File: src/rtl/snv_pkg.sv
package snv_pkg;
  localparam int WORD_W = 16;
  localparam int ADDR_W = 4;
  localparam int WORDS  = 1 << ADDR_W;

  typedef enum logic [2:0] {
    S_IDLE, S_INSTR, S_WRITE, S_READ, S_DONE
  } ser_state_t;

  typedef enum logic [1:0] {
    M_IDLE, M_STORE, M_RECALL
  } nv_mode_t;

  // initial contents of the nonvolatile bank
  function automatic logic [WORD_W-1:0] seed_word(input logic [ADDR_W-1:0] a);
    return {a, 4'hC, ~a, 4'h3};
  endfunction
endpackage

File: src/rtl/snv_serial.sv
module snv_serial
  import snv_pkg::*;
(
  input  logic              clk,
  input  logic              rst_n,
  input  logic              ce,
  input  logic              sk,
  input  logic              di,
  input  logic              busy,
  input  logic              wel,
  input  logic [WORD_W-1:0] rd_data,
  output logic [ADDR_W-1:0] rd_addr,
  output logic              wr_en,
  output logic [ADDR_W-1:0] wr_addr,
  output logic [WORD_W-1:0] wr_data,
  output logic              wren_p,
  output logic              wrds_p,
  output logic              sto_p,
  output logic              rcl_p,
  output logic              do_o,
  output logic              do_oe
);
  ser_state_t        st;
  logic              sk_q;
  logic [5:0]        ins;
  logic [2:0]        cnt;
  logic [ADDR_W-1:0] addr;
  logic [WORD_W-1:0] dsh;
  logic [WORD_W-1:0] osh;
  logic              dgot;
  logic              rise, fall;

  assign rise    = sk & ~sk_q;
  assign fall    = ~sk & sk_q;
  assign rd_addr = addr;
  assign wr_addr = addr;

  always_ff @(posedge clk or negedge rst_n) begin
    if (!rst_n) begin
      sk_q <= 1'b0;   st <= S_IDLE;  ins <= '0;  cnt <= '0;
      addr <= '0;     dsh <= '0;     osh <= '0;  dgot <= 1'b0;
      do_o <= 1'b0;   do_oe <= 1'b0; wr_en <= 1'b0; wr_data <= '0;
      wren_p <= 1'b0; wrds_p <= 1'b0; sto_p <= 1'b0; rcl_p <= 1'b0;
    end else begin
      sk_q   <= sk;
      wr_en  <= 1'b0;
      wren_p <= 1'b0;
      wrds_p <= 1'b0;
      sto_p  <= 1'b0;
      rcl_p  <= 1'b0;
      if (!ce || busy) begin
        // chip-enable drop commits a pending (possibly partial) write
        if (!ce && !busy && st == S_WRITE && dgot && wel) begin
          wr_en   <= 1'b1;
          wr_data <= dsh;
        end
        st    <= S_IDLE;
        do_oe <= 1'b0;
        dgot  <= 1'b0;
      end else begin
        case (st)
          S_IDLE: if (rise && di) begin
            st  <= S_INSTR;
            ins <= '0;
            cnt <= 3'd1;
          end
          S_INSTR: if (rise) begin
            if (cnt == 3'd7) begin
              addr <= ins[5:2];
              if (ins[1:0] == 2'b11) begin
                st <= S_READ;
              end else begin
                st <= S_DONE;
                case ({ins[1:0], di})
                  3'b011: begin st <= S_WRITE; dsh <= '0; dgot <= 1'b0; end
                  3'b100: wren_p <= 1'b1;
                  3'b000: wrds_p <= 1'b1;
                  3'b001: sto_p  <= 1'b1;
                  3'b101: rcl_p  <= 1'b1;
                  default: ;
                endcase
              end
            end else begin
              ins <= {ins[4:0], di};
              cnt <= cnt + 3'd1;
            end
          end
          S_WRITE: if (rise) begin
            dsh  <= {dsh[WORD_W-2:0], di};
            dgot <= 1'b1;
          end
          S_READ: begin
            if (fall && !do_oe) begin
              do_oe <= 1'b1;
              do_o  <= rd_data[WORD_W-1];
              osh   <= {rd_data[WORD_W-2:0], rd_data[WORD_W-1]};
            end else if (rise && do_oe) begin
              do_o <= osh[WORD_W-1];
              osh  <= {osh[WORD_W-2:0], osh[WORD_W-1]};
            end
          end
          default: ;
        endcase
      end
    end
  end
endmodule

File: src/rtl/snv_ctl.sv
module snv_ctl
  import snv_pkg::*;
#(
  parameter int STORE_CYCLES  = 40,
  parameter int RECALL_CYCLES = 24
) (
  input  logic clk,
  input  logic rst_n,
  input  logic sto_p,
  input  logic rcl_p,
  input  logic wren_p,
  input  logic wrds_p,
  input  logic store_n,
  input  logic recall_n,
  output logic busy,
  output logic wel,
  output logic prl,
  output logic copy_to_nv,
  output logic copy_to_ram
);
  localparam int MAXC  = (STORE_CYCLES > RECALL_CYCLES) ? STORE_CYCLES : RECALL_CYCLES;
  localparam int CNT_W = $clog2(MAXC + 1);

  nv_mode_t   mode;
  logic [CNT_W-1:0] cnt;
  logic       pu;
  logic       st_q, rc_q;
  logic       want_store, want_recall, last;

  assign want_store  = (sto_p | (st_q & ~store_n)) & wel & prl;
  assign want_recall = rcl_p | (rc_q & ~recall_n);
  assign last        = (cnt == '0);
  assign busy        = (mode != M_IDLE);
  assign copy_to_nv  = (mode == M_STORE)  && last;
  assign copy_to_ram = (mode == M_RECALL) && last;

  always_ff @(posedge clk or negedge rst_n) begin
    if (!rst_n) begin
      mode <= M_RECALL;
      cnt  <= CNT_W'(RECALL_CYCLES - 1);
      pu   <= 1'b1;
      wel  <= 1'b0;
      prl  <= 1'b0;
      st_q <= 1'b1;
      rc_q <= 1'b1;
    end else begin
      st_q <= store_n;
      rc_q <= recall_n;
      if (mode != M_IDLE) begin
        if (last) begin
          if (mode == M_STORE) wel <= 1'b0;
          else if (!pu)        prl <= 1'b1;
          pu   <= 1'b0;
          mode <= M_IDLE;
        end else begin
          cnt <= cnt - 1'b1;
        end
      end else begin
        if (want_store) begin
          mode <= M_STORE;
          cnt  <= CNT_W'(STORE_CYCLES - 1);
        end else if (want_recall) begin
          mode <= M_RECALL;
          cnt  <= CNT_W'(RECALL_CYCLES - 1);
        end
        if (wren_p) wel <= 1'b1;
        if (wrds_p) wel <= 1'b0;
      end
    end
  end
endmodule

File: src/rtl/snv_array.sv
module snv_array
  import snv_pkg::*;
(
  input  logic              clk,
  input  logic              rst_n,
  input  logic              wr_en,
  input  logic [ADDR_W-1:0] wr_addr,
  input  logic [WORD_W-1:0] wr_data,
  input  logic [ADDR_W-1:0] rd_addr,
  input  logic              copy_to_nv,
  input  logic              copy_to_ram,
  output logic [WORD_W-1:0] rd_data
);
  logic [WORD_W-1:0] ram [WORDS];
  logic [WORD_W-1:0] nv  [WORDS];

  assign rd_data = ram[rd_addr];

  always_ff @(posedge clk or negedge rst_n) begin
    if (!rst_n) begin
      for (int i = 0; i < WORDS; i++) begin
        ram[i] <= '0;
        nv[i]  <= seed_word(ADDR_W'(i));
      end
    end else if (copy_to_ram) begin
      for (int i = 0; i < WORDS; i++) ram[i] <= nv[i];
    end else if (copy_to_nv) begin
      for (int i = 0; i < WORDS; i++) nv[i] <= ram[i];
    end else if (wr_en) begin
      ram[wr_addr] <= wr_data;
    end
  end
endmodule

File: src/rtl/snv_ram_slave.sv
module snv_ram_slave
  import snv_pkg::*;
#(
  parameter int STORE_CYCLES  = 40,
  parameter int RECALL_CYCLES = 24
) (
  input  logic clk,
  input  logic rst_n,
  input  logic ce,
  input  logic sk,
  input  logic di,
  input  logic store_n,
  input  logic recall_n,
  output logic do_o,
  output logic do_oe,
  output logic busy
);
  logic [WORD_W-1:0] rd_data, wr_data;
  logic [ADDR_W-1:0] rd_addr, wr_addr;
  logic wr_en, wren_p, wrds_p, sto_p, rcl_p;
  logic wel, prl, copy_to_nv, copy_to_ram;

  snv_serial u_ser (
    .clk(clk), .rst_n(rst_n), .ce(ce), .sk(sk), .di(di),
    .busy(busy), .wel(wel), .rd_data(rd_data), .rd_addr(rd_addr),
    .wr_en(wr_en), .wr_addr(wr_addr), .wr_data(wr_data),
    .wren_p(wren_p), .wrds_p(wrds_p), .sto_p(sto_p), .rcl_p(rcl_p),
    .do_o(do_o), .do_oe(do_oe)
  );

  snv_ctl #(.STORE_CYCLES(STORE_CYCLES), .RECALL_CYCLES(RECALL_CYCLES)) u_ctl (
    .clk(clk), .rst_n(rst_n), .sto_p(sto_p), .rcl_p(rcl_p),
    .wren_p(wren_p), .wrds_p(wrds_p), .store_n(store_n), .recall_n(recall_n),
    .busy(busy), .wel(wel), .prl(prl),
    .copy_to_nv(copy_to_nv), .copy_to_ram(copy_to_ram)
  );

  snv_array u_arr (
    .clk(clk), .rst_n(rst_n), .wr_en(wr_en), .wr_addr(wr_addr),
    .wr_data(wr_data), .rd_addr(rd_addr), .copy_to_nv(copy_to_nv),
    .copy_to_ram(copy_to_ram), .rd_data(rd_data)
  );
endmodule

File: config.mk
export PLATFORM = sky130hd
export DESIGN_NAME = snv_ram_slave
export DESIGN_NICKNAME = d
export VERILOG_FILES = /design/src/rtl/snv_pkg.sv /design/src/rtl/snv_serial.sv /design/src/rtl/snv_ctl.sv /design/src/rtl/snv_array.sv /design/src/rtl/snv_ram_slave.sv
export SDC_FILE = /design/constraint.sdc
export NUM_CORES = 1
export LEC_CHECK = 0
export BUFFER_PORTS_ARGS = -buffer_cell sky130_fd_sc_hd__buf_4
export CORE_MARGIN = 2
export CORE_UTILIZATION = 64
export CTS_BUF_LIST = sky130_fd_sc_hd__clkbuf_4 sky130_fd_sc_hd__clkbuf_8 sky130_fd_sc_hd__clkbuf_16
export CTS_CLUSTER_DIAMETER = 100
export CTS_CLUSTER_SIZE = 16
export DETAILED_ROUTE_END_ITERATION = 10
export PLACE_DENSITY = 0.81
export SYNTH_ARGS = -nofsm -noshare
export SYNTH_HDL_FRONTEND = slang
export SYNTH_SLANG_ARGS = --single-unit
File: constraint.sdc
create_clock -name clk -period 2.9 [get_ports clk]
set_clock_uncertainty 0.2 [all_clocks]
set_input_delay 0.29 -clock clk [delete_from_list [all_inputs] [get_ports clk]]
set_output_delay 0.29 -clock clk [all_outputs]
set_load 0.02 [all_outputs]
==> impl_metrics.json <==
{
  "status": "completed",
  "synth.cell_area_um2": 30900,
  "drive_above_1_share": 0.308,
  "pwr-share-comb": 0.216,
  "nets": 2615,
  "finalCritPeriodShare": 0.962,
  "finalSetupViolations": 0,
  "grt_pass1_vias": 23975,
  "cp-start-kind": "register",
  "fp-row-count": 80,
  "clock-sinks": 597,
  "hold_viol": 0,
  "place_ws_ns": 0.146,
  "synthFlopType": "dfrtp_1",
  "cts_buffers": 43,
  "fmax_ghz": 0.358,
  "p_clk_frac": 0.273,
  "grt_usage": 0.359,
  "fin_hold_ws_ns": 0.0356,
  "num_vias": 23732,
  "slew-limit-headroom": 0.327,
  "p_leak_nw": 15.2,
  "postRouteAntennaNets": 0,
  "worst_pin_slew_ns": 1.01,
  "powerDensity_nw_per_um2": 679,
  "detail_route.first_pass.iterations": 5,
  "swShare": 0.310,
  "worstSetupPathType": "register to register",
  "peakVddDrop_uv": 644,
  "grt_max_degree": 181,
  "start_util": 0.648,
  "seq_area_frac_synth": 0.490,
  "crit_required_ns": 3.15,
  "yosys_warnings": 0,
  "grt_setup_unrepaired": "no",
  "avgSynthCellArea_um2": 11.4,
  "setup_slack_ns": 0.110,
  "synth_cells": 2708,
  "internal_power_w": 0.0157,
  "die-area_um2": 50000,
  "cts_tree": "built",
  "grt_pass1_wl_um": 141000,
  "antenna_found_initial": 1,
  "synth_cell_types": 63,
  "p_switching_w": 0.00703,
  "pin_count": 10,
  "final.min_clock_period_ns": 2.79,
  "finalMaxSlewViolations": 0,
  "synth_seq_cells": 597,
  "wire_per_inst_um": 27.5,
  "cts_root_buf": "clkbuf_16",
  "arrival_ns": 3.04,
  "drc": 0,
  "die_y_um": 224,
  "async_flop_share": 1.00,
  "overflow": 0,
  "synth-edff-count": 0,
  "num_antenna_cells": 0,
  "fillers": 3326,
  "place_hpwl_um": 55900,
  "end_kind": "register",
  "worstSkewPairLatency_ns": 0.62,
  "maxCapViolations": 0,
  "htree_levels": 2,
  "portBuffers": 9,
  "min-delay-path-class": "primary input to register",
  "crit_fanout": 72,
  "core_um2": 47600,
  "path_clk_slew_ns": 0.08,
  "die_w_um": 224,
  "cts_buffer_depth": 3,
  "drt_wl_total_um": 89500,
  "finalSetupTns_ns": 0,
  "first_iter_violations": 2937,
  "gp_congestion": 0.879,
  "syn_nets": 2718,
  "avgViaCountPerCell": 7.29,
  "pwr-share-seq": 0.511,
  "areaGrowthSynthToFinish_pct": 8.39
}
## cell usage in the layout (no fill, tap or decap), types with 43 or more instances in the layout
cell and instances:
o21ai_0 179, mux2i_1 230, clkbuf_16 44, nor2_1 51
a2bb2oi_1 121, nor4_1 135, nand2_1 172, buf_4 95
and3_1 98, nand2b_1 43, mux2_2 276, o221a_2 128
dfstp_2 135, dfrtp_1 455
## stage by stage
stage,total power (W),util,cells,cell area (um2)
global placement,0.0161,0.672,3170,32000
CTS,0.0226,0.702,3254,33400
finish,0.0227,0.702,3254,33400
global route,0.0236,0.702,3254,33400
floorplan,0.0146,-,2708,30900
detailed placement,0.0165,0.672,3170,32000
## Yosys cell counts (all sizes together) (16+ instances only)
library cell | count | area share
and4b | 32 | 0.010
nor3 | 37 | 0.0067
a2bb2oi | 124 | 0.036
clkbuf | 196 | 0.024
o21ai | 184 | 0.030
and3b | 34 | 0.0097
nor2 | 53 | 0.0064
mux2i | 230 | 0.075
dfstp | 136 | 0.12
mux2 | 276 | 0.10
nand2b | 43 | 0.0087
nand3 | 19 | 0.0031
a221oi | 23 | 0.0082
nand2 | 172 | 0.021
nor3b | 37 | 0.0092
o31ai | 19 | 0.0046
nor4 | 136 | 0.028
buf | 90 | 0.014
and3 | 98 | 0.020
dfrtp | 461 | 0.37
mux4 | 16 | 0.012
o221a | 128 | 0.047
or3 | 17 | 0.0034
## final cells by class
cell class                      count  area, um2  area share
Sequential cell                   597      15100       0.452
Multi-Input combinational cell   1814      14600       0.437
Timing Repair Buffer              138       1520      0.0454
Clock buffer                       76       1340      0.0401
Tap cell                          615        769      0.0230
Clock inverter                      3       41.3     0.00123
Inverter                           11       41.3     0.00123
## worst paths after layout
path	startpoint	endpoint	slack (ns)	cells past startpoint
worst max register to register	u_ctl.mode[1]	u_arr.ram[3]	0.11	6
worst min-delay path	ce	u_ser.wr_en	0.04	4
worst max-delay path	u_ctl.mode[1]	u_arr.ram[3]	0.11	6
max in group asynchronous	rst_n	u_arr.nv[165]	1.49	3
min in group asynchronous	rst_n	u_arr.ram[159]	0.05	2
worst min register to register	u_ser.wrds_p	u_ctl.wel	0.24	1
## routing by layer
metal	vias to the layer above	GRT usage	wire length [um]
met5	-	0	13
met4	2	0.146	3650
met3	278	0.0863	8860
met2	1327	0.553	41100
met1	12073	0.494	35900
li1	10052	-	-
## power by group through the flow
stage                     Clock [W]  Combinational [W]  Sequential (W)
after detailed placement          0            0.00482          0.0116
after floorplan                   0            0.00363          0.0110
after global placement            0            0.00462          0.0115
final                       0.00618            0.00491          0.0116
after CTS                   0.00623            0.00484          0.0115
after global routing        0.00657            0.00524          0.0118
## sequential cells by signal, indices dropped and copies added, names as in the netlist, 2 cells and up
register / count
u_ser.dsh: 16
u_ctl.mode: 2
u_arr.nv: 256
u_ser.cnt: 3
u_ctl.cnt: 6
u_ser.rd_addr: 4
u_ser.ins: 6
u_ser.st: 3
u_ser.osh: 16
u_arr.ram: 256
u_ser.wr_data: 16
## repair_timing
| item | 4_1_cts | 5_1_grt |
|---|---|---|
| hold buffers | 5 | 0 |
| gates resized for setup | 0 | 1 |
| hold endpoints to repair | 422 | 0 |
| endpoints found under the setup margin | 0 | 1 |
| buffers inserted | 0 | 0 |
## kinds of logic after synthesis
logic type | after synthesis | share of synthesized area
and+or+nand+nor | 726 | 0.137
DFF | 597 | 0.490
adders and majority gates | 3 | 0.00122
muxes | 522 | 0.187
AOI/OAI and AO/OA | 563 | 0.146
buffers and inverters | 297 | 0.0393
## critical path, stage by stage, from the launching register on
cell,delay (ns)
dfstp_4,0.72
buf_4,0.66
nand2_1,0.10
o211ai_1,0.21
buf_12,0.28
buf_12,0.27
a2bb2oi_1,0.11
No activity file was read; power rests on OpenSTA's default activity.
